## src/rtl/dma_sg_pkg.sv

```systemverilog
package dma_sg_pkg;
    localparam int ADDR_W = 32;
    localparam int DATA_W = 32;
    localparam int LEN_W  = 24;
    localparam int FC_W   = 3;
    localparam int LVL_W  = 3;
    localparam int RA_W   = 3;

    localparam logic [RA_W-1:0] RA_CTRL  = 3'd0;
    localparam logic [RA_W-1:0] RA_DADDR = 3'd1;
    localparam logic [RA_W-1:0] RA_DCNT  = 3'd2;
    localparam logic [RA_W-1:0] RA_TADDR = 3'd3;
    localparam logic [RA_W-1:0] RA_TFC   = 3'd4;
    localparam logic [RA_W-1:0] RA_IRQ   = 3'd5;

    typedef enum logic [3:0] {
        S_IDLE, S_FETCH_A, S_FETCH_C, S_CHECK,
        S_MRD, S_PWR, S_PRD, S_MWR, S_SEGEND
    } seq_state_e;

    // status flags, read back in control bits 7:3
    typedef struct packed {
        logic narrow;
        logic size;
        logic dberr;
        logic tberr;
        logic done;
    } dma_flags_t;

    typedef struct packed {
        logic tbl;
        logic dir;
    } dma_mode_t;

    function automatic logic [FC_W-1:0] cnt_fc(input logic [DATA_W-1:0] w);
        return w[LEN_W +: FC_W];
    endfunction

    function automatic logic [LEN_W-1:0] cnt_len(input logic [DATA_W-1:0] w);
        return w[LEN_W-1:0];
    endfunction
endpackage

```

## src/rtl/dma_sg_irq.sv

```systemverilog
module dma_sg_irq
    import dma_sg_pkg::*;
#(
    parameter int LW = LVL_W
) (
    input  logic          clk,
    input  logic          rst,
    input  logic          wr,
    input  logic [LW+1:0] wdata,
    input  logic          done_pulse,
    output logic [LW+1:0] rdata,
    output logic          irq,
    output logic [LW-1:0] irq_lvl
);
    logic          pend_q;
    logic          ie_q;
    logic [LW-1:0] lvl_q;

    always_ff @(posedge clk) begin
        if (rst) begin
            pend_q <= 1'b0;
            ie_q   <= 1'b0;
            lvl_q  <= '0;
        end else begin
            if (wr) begin
                ie_q  <= wdata[1];
                lvl_q <= wdata[LW+1:2];
            end
            // a completion in the same cycle as an acknowledge wins
            if (done_pulse && ie_q)
                pend_q <= 1'b1;
            else if (wr && wdata[0])
                pend_q <= 1'b0;
        end
    end

    assign rdata   = {lvl_q, ie_q, pend_q};
    assign irq     = pend_q;
    assign irq_lvl = lvl_q;

    p_pend_needs_ie_r6: assert property (@(posedge clk) disable iff (rst)
        $rose(pend_q) |-> $past(ie_q));
    p_ack_clears_r6: assert property (@(posedge clk) disable iff (rst)
        (wr && wdata[0] && !done_pulse) |=> !pend_q);
endmodule

```

## src/rtl/dma_sg_seq.sv

```systemverilog
module dma_sg_seq
    import dma_sg_pkg::*;
#(
    parameter int AW = ADDR_W,
    parameter int DW = DATA_W,
    parameter int LW = LEN_W,
    parameter int FW = FC_W
) (
    input  logic          clk,
    input  logic          rst,
    input  logic          ctrl_wr,
    input  logic [2:0]    ctrl_val,
    input  logic          daddr_wr,
    input  logic          dcnt_wr,
    input  logic          taddr_wr,
    input  logic [DW-1:0] wdata,
    input  logic [FW-1:0] tfc,
    output dma_flags_t    flags,
    output dma_mode_t     mode,
    output logic          busy,
    output logic [AW-1:0] daddr,
    output logic [LW-1:0] len,
    output logic [FW-1:0] seg_fc,
    output logic [AW-1:0] taddr,
    output logic          done_pulse,
    output logic          mem_req,
    output logic          mem_we,
    output logic          mem_word,
    output logic [AW-1:0] mem_addr,
    output logic [7:0]    mem_wdata,
    output logic [FW-1:0] mem_fc,
    input  logic          mem_ack,
    input  logic          mem_err,
    input  logic [DW-1:0] mem_rdata,
    output logic          per_req,
    output logic          per_we,
    output logic [7:0]    per_wdata,
    input  logic [7:0]    per_rdata,
    input  logic          per_ack
);
    localparam logic [AW-1:0] WORD_STEP = AW'(DW / 8);
    localparam logic [LW-1:0] ONE_LEFT  = LW'(1);

    seq_state_e    st_q;
    logic [AW-1:0] daddr_q, taddr_q, tptr_q;
    logic [LW-1:0] len_q;
    logic [FW-1:0] fc_q;
    logic          more_q;
    logic [7:0]    byte_q;
    dma_flags_t    flags_q;
    dma_mode_t     mode_q;

    logic fetching, start_bad, last_end, bus_fault, zero_seg;

    assign fetching  = (st_q == S_FETCH_A) || (st_q == S_FETCH_C);
    assign mem_req   = fetching || (st_q == S_MRD) || (st_q == S_MWR);
    assign mem_we    = (st_q == S_MWR);
    assign mem_word  = fetching;
    assign mem_addr  = fetching ? tptr_q : daddr_q;
    assign mem_fc    = fetching ? tfc : fc_q;
    assign mem_wdata = byte_q;
    assign per_req   = (st_q == S_PWR) || (st_q == S_PRD);
    assign per_we    = (st_q == S_PWR);
    assign per_wdata = byte_q;

    assign start_bad = ctrl_wr && ctrl_val[0] && ctrl_val[2] && (taddr_q[1:0] != 2'b00);
    assign last_end  = (st_q == S_SEGEND) && !(mode_q.tbl && more_q);
    assign bus_fault = mem_req && mem_ack && mem_err;
    assign zero_seg  = (st_q == S_CHECK) && (len_q == '0);
    assign done_pulse = start_bad || (!ctrl_wr && (last_end || bus_fault || zero_seg));

    always_ff @(posedge clk) begin
        if (rst) begin
            st_q    <= S_IDLE;
            daddr_q <= '0;
            taddr_q <= '0;
            tptr_q  <= '0;
            len_q   <= '0;
            fc_q    <= '0;
            more_q  <= 1'b0;
            byte_q  <= '0;
            flags_q <= '0;
            mode_q  <= '0;
        end else if (ctrl_wr) begin
            mode_q  <= '{tbl: ctrl_val[2], dir: ctrl_val[1]};
            flags_q <= '0;
            tptr_q  <= taddr_q;
            if (!ctrl_val[0]) begin
                st_q <= S_IDLE;
            end else if (start_bad) begin
                flags_q.narrow <= 1'b1;
                flags_q.done   <= 1'b1;
                st_q           <= S_IDLE;
            end else begin
                st_q <= ctrl_val[2] ? S_FETCH_A : S_CHECK;
            end
        end else begin
            if (daddr_wr) daddr_q <= wdata[AW-1:0];
            if (dcnt_wr) begin
                len_q <= cnt_len(wdata);
                fc_q  <= cnt_fc(wdata);
            end
            if (taddr_wr) taddr_q <= wdata[AW-1:0];
            case (st_q)
                S_FETCH_A: if (mem_ack) begin
                    if (mem_err) begin
                        flags_q.tberr <= 1'b1;
                        flags_q.done  <= 1'b1;
                        st_q          <= S_IDLE;
                    end else begin
                        daddr_q <= mem_rdata[AW-1:0];
                        tptr_q  <= tptr_q + WORD_STEP;
                        st_q    <= S_FETCH_C;
                    end
                end
                S_FETCH_C: if (mem_ack) begin
                    if (mem_err) begin
                        flags_q.tberr <= 1'b1;
                        flags_q.done  <= 1'b1;
                        st_q          <= S_IDLE;
                    end else begin
                        len_q  <= cnt_len(mem_rdata);
                        fc_q   <= cnt_fc(mem_rdata);
                        more_q <= mem_rdata[DW-1];
                        tptr_q <= tptr_q + WORD_STEP;
                        st_q   <= S_CHECK;
                    end
                end
                S_CHECK: begin
                    if (len_q == '0) begin
                        flags_q.size <= 1'b1;
                        flags_q.done <= 1'b1;
                        st_q         <= S_IDLE;
                    end else begin
                        st_q <= mode_q.dir ? S_MRD : S_PRD;
                    end
                end
                S_MRD: if (mem_ack) begin
                    if (mem_err) begin
                        flags_q.dberr <= 1'b1;
                        flags_q.done  <= 1'b1;
                        st_q          <= S_IDLE;
                    end else begin
                        byte_q <= mem_rdata[7:0];
                        st_q   <= S_PWR;
                    end
                end
                S_PWR: if (per_ack) begin
                    daddr_q <= daddr_q + AW'(1);
                    len_q   <= len_q - ONE_LEFT;
                    st_q    <= (len_q == ONE_LEFT) ? S_SEGEND : S_MRD;
                end
                S_PRD: if (per_ack) begin
                    byte_q <= per_rdata;
                    st_q   <= S_MWR;
                end
                S_MWR: if (mem_ack) begin
                    if (mem_err) begin
                        flags_q.dberr <= 1'b1;
                        flags_q.done  <= 1'b1;
                        st_q          <= S_IDLE;
                    end else begin
                        daddr_q <= daddr_q + AW'(1);
                        len_q   <= len_q - ONE_LEFT;
                        st_q    <= (len_q == ONE_LEFT) ? S_SEGEND : S_PRD;
                    end
                end
                S_SEGEND: begin
                    if (mode_q.tbl && more_q) begin
                        st_q <= S_FETCH_A;
                    end else begin
                        flags_q.done <= 1'b1;
                        st_q         <= S_IDLE;
                    end
                end
                default: st_q <= S_IDLE;
            endcase
        end
    end

    assign flags  = flags_q;
    assign mode   = mode_q;
    assign busy   = (st_q != S_IDLE);
    assign daddr  = daddr_q;
    assign len    = len_q;
    assign seg_fc = fc_q;
    assign taddr  = taddr_q;

    p_one_bus_r13: assert property (@(posedge clk) disable iff (rst)
        !(mem_req && per_req));
    p_addr_hold_r13: assert property (@(posedge clk) disable iff (rst)
        (mem_req && !mem_ack && !ctrl_wr) |=> (mem_req && $stable(mem_addr)));
    p_fault_abort_r7: assert property (@(posedge clk) disable iff (rst)
        (bus_fault && !ctrl_wr) |=> (!busy && flags.done));
    p_done_idle_r5: assert property (@(posedge clk) disable iff (rst)
        flags.done |-> !busy);
    p_stop_quiet_r11: assert property (@(posedge clk) disable iff (rst)
        (ctrl_wr && !ctrl_val[0]) |=> (!mem_req && !per_req && !flags.done));
endmodule

```

## src/rtl/dma_sg_engine.sv

```systemverilog
module dma_sg_engine
    import dma_sg_pkg::*;
#(
    parameter int AW = ADDR_W,
    parameter int DW = DATA_W,
    parameter int LW = LEN_W,
    parameter int FW = FC_W,
    parameter int VW = LVL_W
) (
    input  logic          clk,
    input  logic          rst,
    input  logic          reg_we,
    input  logic [2:0]    reg_addr,
    input  logic [DW-1:0] reg_wdata,
    output logic [DW-1:0] reg_rdata,
    output logic          mem_req,
    output logic          mem_we,
    output logic          mem_word,
    output logic [AW-1:0] mem_addr,
    output logic [7:0]    mem_wdata,
    output logic [FW-1:0] mem_fc,
    input  logic          mem_ack,
    input  logic          mem_err,
    input  logic [DW-1:0] mem_rdata,
    output logic          per_req,
    output logic          per_we,
    output logic [7:0]    per_wdata,
    input  logic [7:0]    per_rdata,
    input  logic          per_ack,
    output logic          irq,
    output logic [VW-1:0] irq_lvl
);
    localparam int CNT_PAD = DW - LW - FW;
    localparam int IRQ_W   = VW + 2;

    logic [FW-1:0]    tfc_q;
    dma_flags_t       flags;
    dma_mode_t        mode;
    logic             busy, done_pulse;
    logic [AW-1:0]    daddr, taddr;
    logic [LW-1:0]    len;
    logic [FW-1:0]    seg_fc;
    logic [IRQ_W-1:0] irq_rd;

    always_ff @(posedge clk) begin
        if (rst)
            tfc_q <= '0;
        else if (reg_we && reg_addr == RA_TFC)
            tfc_q <= reg_wdata[FW-1:0];
    end

    dma_sg_seq #(.AW(AW), .DW(DW), .LW(LW), .FW(FW)) u_seq (
        .clk       (clk),
        .rst       (rst),
        .ctrl_wr   (reg_we && reg_addr == RA_CTRL),
        .ctrl_val  (reg_wdata[2:0]),
        .daddr_wr  (reg_we && reg_addr == RA_DADDR),
        .dcnt_wr   (reg_we && reg_addr == RA_DCNT),
        .taddr_wr  (reg_we && reg_addr == RA_TADDR),
        .wdata     (reg_wdata),
        .tfc       (tfc_q),
        .flags     (flags),
        .mode      (mode),
        .busy      (busy),
        .daddr     (daddr),
        .len       (len),
        .seg_fc    (seg_fc),
        .taddr     (taddr),
        .done_pulse(done_pulse),
        .mem_req   (mem_req),
        .mem_we    (mem_we),
        .mem_word  (mem_word),
        .mem_addr  (mem_addr),
        .mem_wdata (mem_wdata),
        .mem_fc    (mem_fc),
        .mem_ack   (mem_ack),
        .mem_err   (mem_err),
        .mem_rdata (mem_rdata),
        .per_req   (per_req),
        .per_we    (per_we),
        .per_wdata (per_wdata),
        .per_rdata (per_rdata),
        .per_ack   (per_ack)
    );

    dma_sg_irq #(.LW(VW)) u_irq (
        .clk       (clk),
        .rst       (rst),
        .wr        (reg_we && reg_addr == RA_IRQ),
        .wdata     (reg_wdata[IRQ_W-1:0]),
        .done_pulse(done_pulse),
        .rdata     (irq_rd),
        .irq       (irq),
        .irq_lvl   (irq_lvl)
    );

    always_comb begin
        case (reg_addr)
            RA_CTRL:  reg_rdata = DW'({flags, mode, busy});
            RA_DADDR: reg_rdata = DW'(daddr);
            RA_DCNT:  reg_rdata = {{CNT_PAD{1'b0}}, seg_fc, len};
            RA_TADDR: reg_rdata = DW'(taddr);
            RA_TFC:   reg_rdata = DW'(tfc_q);
            RA_IRQ:   reg_rdata = DW'(irq_rd);
            default:  reg_rdata = '0;
        endcase
    end

    p_reset_quiet_r1: assert property (@(posedge clk)
        $past(rst) |-> (!mem_req && !per_req && !irq));
endmodule

```

## config.mk

```make
export PLATFORM = sky130hd
export DESIGN_NAME = dma_sg_engine
export DESIGN_NICKNAME = d
export VERILOG_FILES = /design/src/rtl/dma_sg_pkg.sv /design/src/rtl/dma_sg_irq.sv /design/src/rtl/dma_sg_seq.sv /design/src/rtl/dma_sg_engine.sv
export SDC_FILE = /design/constraint.sdc
export NUM_CORES = 1
export LEC_CHECK = 0
export CAP_MARGIN = 25
export CORE_MARGIN = 3
export CORE_UTILIZATION = 35
export CTS_CLUSTER_SIZE = 40
export DETAILED_ROUTE_END_ITERATION = 10
export DONT_BUFFER_PORTS = 1
export PLACE_DENSITY = 0.49
export SETUP_SLACK_MARGIN = 0.4
export SYNTH_ARGS = -nofsm -noshare
export SYNTH_HDL_FRONTEND = slang
export SYNTH_SLANG_ARGS = --single-unit
```

## constraint.sdc

```tcl
create_clock -name clk -period 3.4 [get_ports clk]
set_clock_uncertainty 0.1 [all_clocks]
set_input_delay 0.51 -clock clk [delete_from_list [all_inputs] [get_ports clk]]
set_output_delay 0.51 -clock clk [all_outputs]
set_load 0.05 [all_outputs]
```

==> results.json <==
{
  "multi_input_area_mm2": 0.007441,
  "grt_pass1_vias": 11060,
  "fp.coreArea_mm2": 0.03083,
  "finalPower_mw": 4.505,
  "outcome": "finished, final reports clean",
  "ys_ff_latch": 151,
  "hold_viol_final": 0,
  "ys_seq_area_share_pct": 27.42,
  "powerDensity_mw_per_mm2": 356.3,
  "cts_tree": "built",
  "synth_edf_count": 0,
  "port_buffers": 0,
  "combPwrFrac_pct": 13.7,
  "insertion_delay_ns": 0.44,
  "layout_common_cells": "230 x nand2_1, 169 x nor2_1, 147 x dfxtp_1, 140 x a21oi_1, 118 x o21ai_0",
  "grt_usage_pct": 28.91,
  "cap_violations": 0,
  "synth_top_area_share_pct": 27.42,
  "die_x_um": 183.5,
  "required_ns": 3.61,
  "syn_area_mm2": 0.01102,
  "h-tree-depth": 4,
  "gp_congestion": 0.9393,
  "min_to": "u_seq.more_q$_SDFFE_PP0P_",
  "mostFrequentLayoutCell": "nand2_1",
  "worstReg2RegStart": "u_seq.st_q[2]$_SDFFE_PP0P_",
  "syn_avg_cell_area_um2": 7.181,
  "die_area_mm2": 0.03366,
  "synth_warnings": 0,
  "grt_pass1_wl_mm": 74.05,
  "final_max_slew_viol_count": 0,
  "hold_path_depth": 1,
  "yosys_most_used_dff": "dfxtp_1",
  "drtIter0Drc": 1403,
  "peakVddDrop_mv": 0.3545,
  "r2r_end": "u_seq.tptr_q[31]$_SDFFE_PP0P_",
  "drt.antenna.violating_nets": 0,
  "hp-class": "input port to register",
  "endpoint_kind": "register",
  "fmax_mhz": 348.9,
  "hpwl_mm": 36.78,
  "synth_top_area_cell": "dfxtp_1",
  "syn-num-nets": 1621,
  "power.switching_mw": 1.297,
  "period_minus_slack_ns": 2.866,
  "rrSetupSlack_ns": 0.53,
  "antenna_found_initial": 1,
  "min-delay-start": "rst",
  "num_rows": 64,
  "area_growth_pct": 14.71,
  "hold_buffers": 0,
  "setup_viol": 0,
  "p_int_mw": 3.208,
  "ios": 173,
  "p_leak_nw": 4.536,
  "vias_per_cell": 6.225,
  "fin_nets": 1610,
  "critPathMaxFanout": 14,
  "switching_share_pct": 28.80,
  "worst_setup_path_start_kind": "register",
  "path_clk_slew_ns": 0.07,
  "relSlewSlack_pct": 34.95,
  "power_frac_clock_pct": 44.3,
  "drt-pass1-iter-count": 6,
  "period_share_pct": 84.31,
  "finalWirelength_mm": 49.92,
  "synthArstFlopShare_pct": 0,
  "rsz0062_at_grt": "false",
  "grt_max_degree": 119,
  "cts_sinks": 151,
  "die_h_um": 183.5,
  "r2r_cells": 6,
  "cts_setup_buffers": 0,
  "tightest_slew_ns": 0.9744,
  "drc": 0,
  "synthDistinctLibCells": 79,
  "final.setup.tns_ns": 0,
  "netlist_instances": 1535,
  "route.vias.total": 12030,
  "initial_core_util_pct": 35.75,
  "seq_area_mm2": 0.003030,
  "critical_path_arrival_ns": 3.08,
  "ys_top_cells_by_area": "dfxtp_1 27%, nand2_1 7.8%, a21oi_1 6.4%, nor2_1 6.1%, o21ai_0 5.8%",
  "drive_above_1_share_pct": 14.80,
  "seqPwrFrac_pct": 42.0,
  "cts_buffers": 17,
  "gr-total-overflow": 0,
  "clock-root-buffer": "clkbuf_16",
  "setup.worst_path.class": "register to register",
  "cts_max_path_buffers": 2,
  "routedWlPerCell_um": 25.84,
  "fill_cells": 3186
}
cell type report:
class	instances	area share [%]
tap	396	3.918
sequential	151	23.97
inverter	28	0.8411
antenna	2	0.03958
clock buffer	19	3.582
multi-input combinational	1220	58.85
clock inverter	10	1.029
timing repair buffer	106	7.778
worst max-delay path, cell delays in order (launching register included):
cell	delay (ns)
dfxtp_2	0.42
nor4b_4	0.57
nand4_1	0.41
or3_1	0.58
nor4_1	0.41
xnor2_1	0.16
o21ai_0	0.08
through the flow:
stage	utilization, %	hold slack [ns]	setup slack (ns)	area [um2]	instances
2_1_floorplan	-	0.3322	0.1001	11050	1535
3_3_place_gp	39.01	0.3422	0.4646	12030	1901
3_5_place_dp	39.01	0.3514	0.4852	12030	1901
4_1_cts	40.92	0.03424	0.4033	12610	1930
5_1_grt	41.01	0.02563	0.4032	12640	1931
6_report	41.01	0.04251	0.5335	12640	1932
per-layer routing:
| layer | global-route usage (%) | up-vias | share of wire, % |
|---|---|---|---|
| met5 | 0 | - | 0 |
| met2 | 40.02 | 680 | 41 |
| met4 | 9.811 | 0 | 3.0 |
| met1 | 42.52 | 5711 | 45 |
| met3 | 8.449 | 79 | 12 |
| li1 | - | 5557 | - |
synthesized netlist by cell type (16+ instances only):
library cell	instances
nand2_1	230
nor2_1	179
dfxtp_1	151
a21oi_1	141
o21ai_0	128
clkbuf_1	92
mux2i_1	57
a211oi_1	37
nor3_1	36
mux2_2	35
nand3_1	30
a22oi_1	28
inv_1	27
buf_2	25
nand4_1	22
xnor2_1	22
xor2_1	19
a221oi_1	16
registers in the layout, summed over array words and instances (netlist names), 4 cells and up:
name and count:
u_seq.daddr 32, u_seq.flags 5, u_seq.len 24, u_seq.mem_wdata 8
u_seq.st_q 4, u_seq.taddr 32, u_seq.tptr_q 32
power groups by stage:
stage	Combinational (mW)	Clock (mW)	Sequential [mW]
final	0.619	1.99	1.89
after global routing	0.657	2.08	1.90
after CTS	0.605	2.01	1.89
after detailed placement	0.602	0	1.93
after global placement	0.602	0	1.93
after floorplan	0.472	0	1.89
repair_timing:
| action | in CTS | in global routing |
|---|---|---|
| resized for setup | 3 | 8 |
| endpoints found under the setup margin | 36 | 36 |
| cloned | 0 | 0 |
kinds of logic after synthesis:
group	share of synthesized area, %
and+or+nand+nor	25.29
AOI/OAI and AO/OA	27.26
buffers and inverters	6.175
DFF	27.42
muxes	9.773
xor gates and xnor gates	3.507
adders and majority gates	0.5675
how the worst max path moves through the flow:
| stage | startpoint | to | cells past startpoint |
|---|---|---|---|
| 2_1_floorplan | u_seq.st_q[3]$_SDFFE_PP0P_ | mem_addr[10] | 7 |
| 3_3_place_gp | u_seq.st_q[3]$_SDFFE_PP0P_ | u_seq.tptr_q[23]$_SDFFE_PP0P_ | 6 |
| 3_5_place_dp | u_seq.st_q[1]$_SDFFE_PP0P_ | u_seq.len[5]$_SDFFE_PP0N_ | 6 |
| 4_1_cts | u_seq.st_q[3]$_SDFFE_PP0P_ | mem_addr[26] | 4 |
| 5_1_grt | u_seq.st_q[2]$_SDFFE_PP0P_ | u_seq.tptr_q[31]$_SDFFE_PP0P_ | 6 |
| 6_report | u_seq.st_q[2]$_SDFFE_PP0P_ | u_seq.tptr_q[31]$_SDFFE_PP0P_ | 6 |
(Power assumes the default switching activity.)
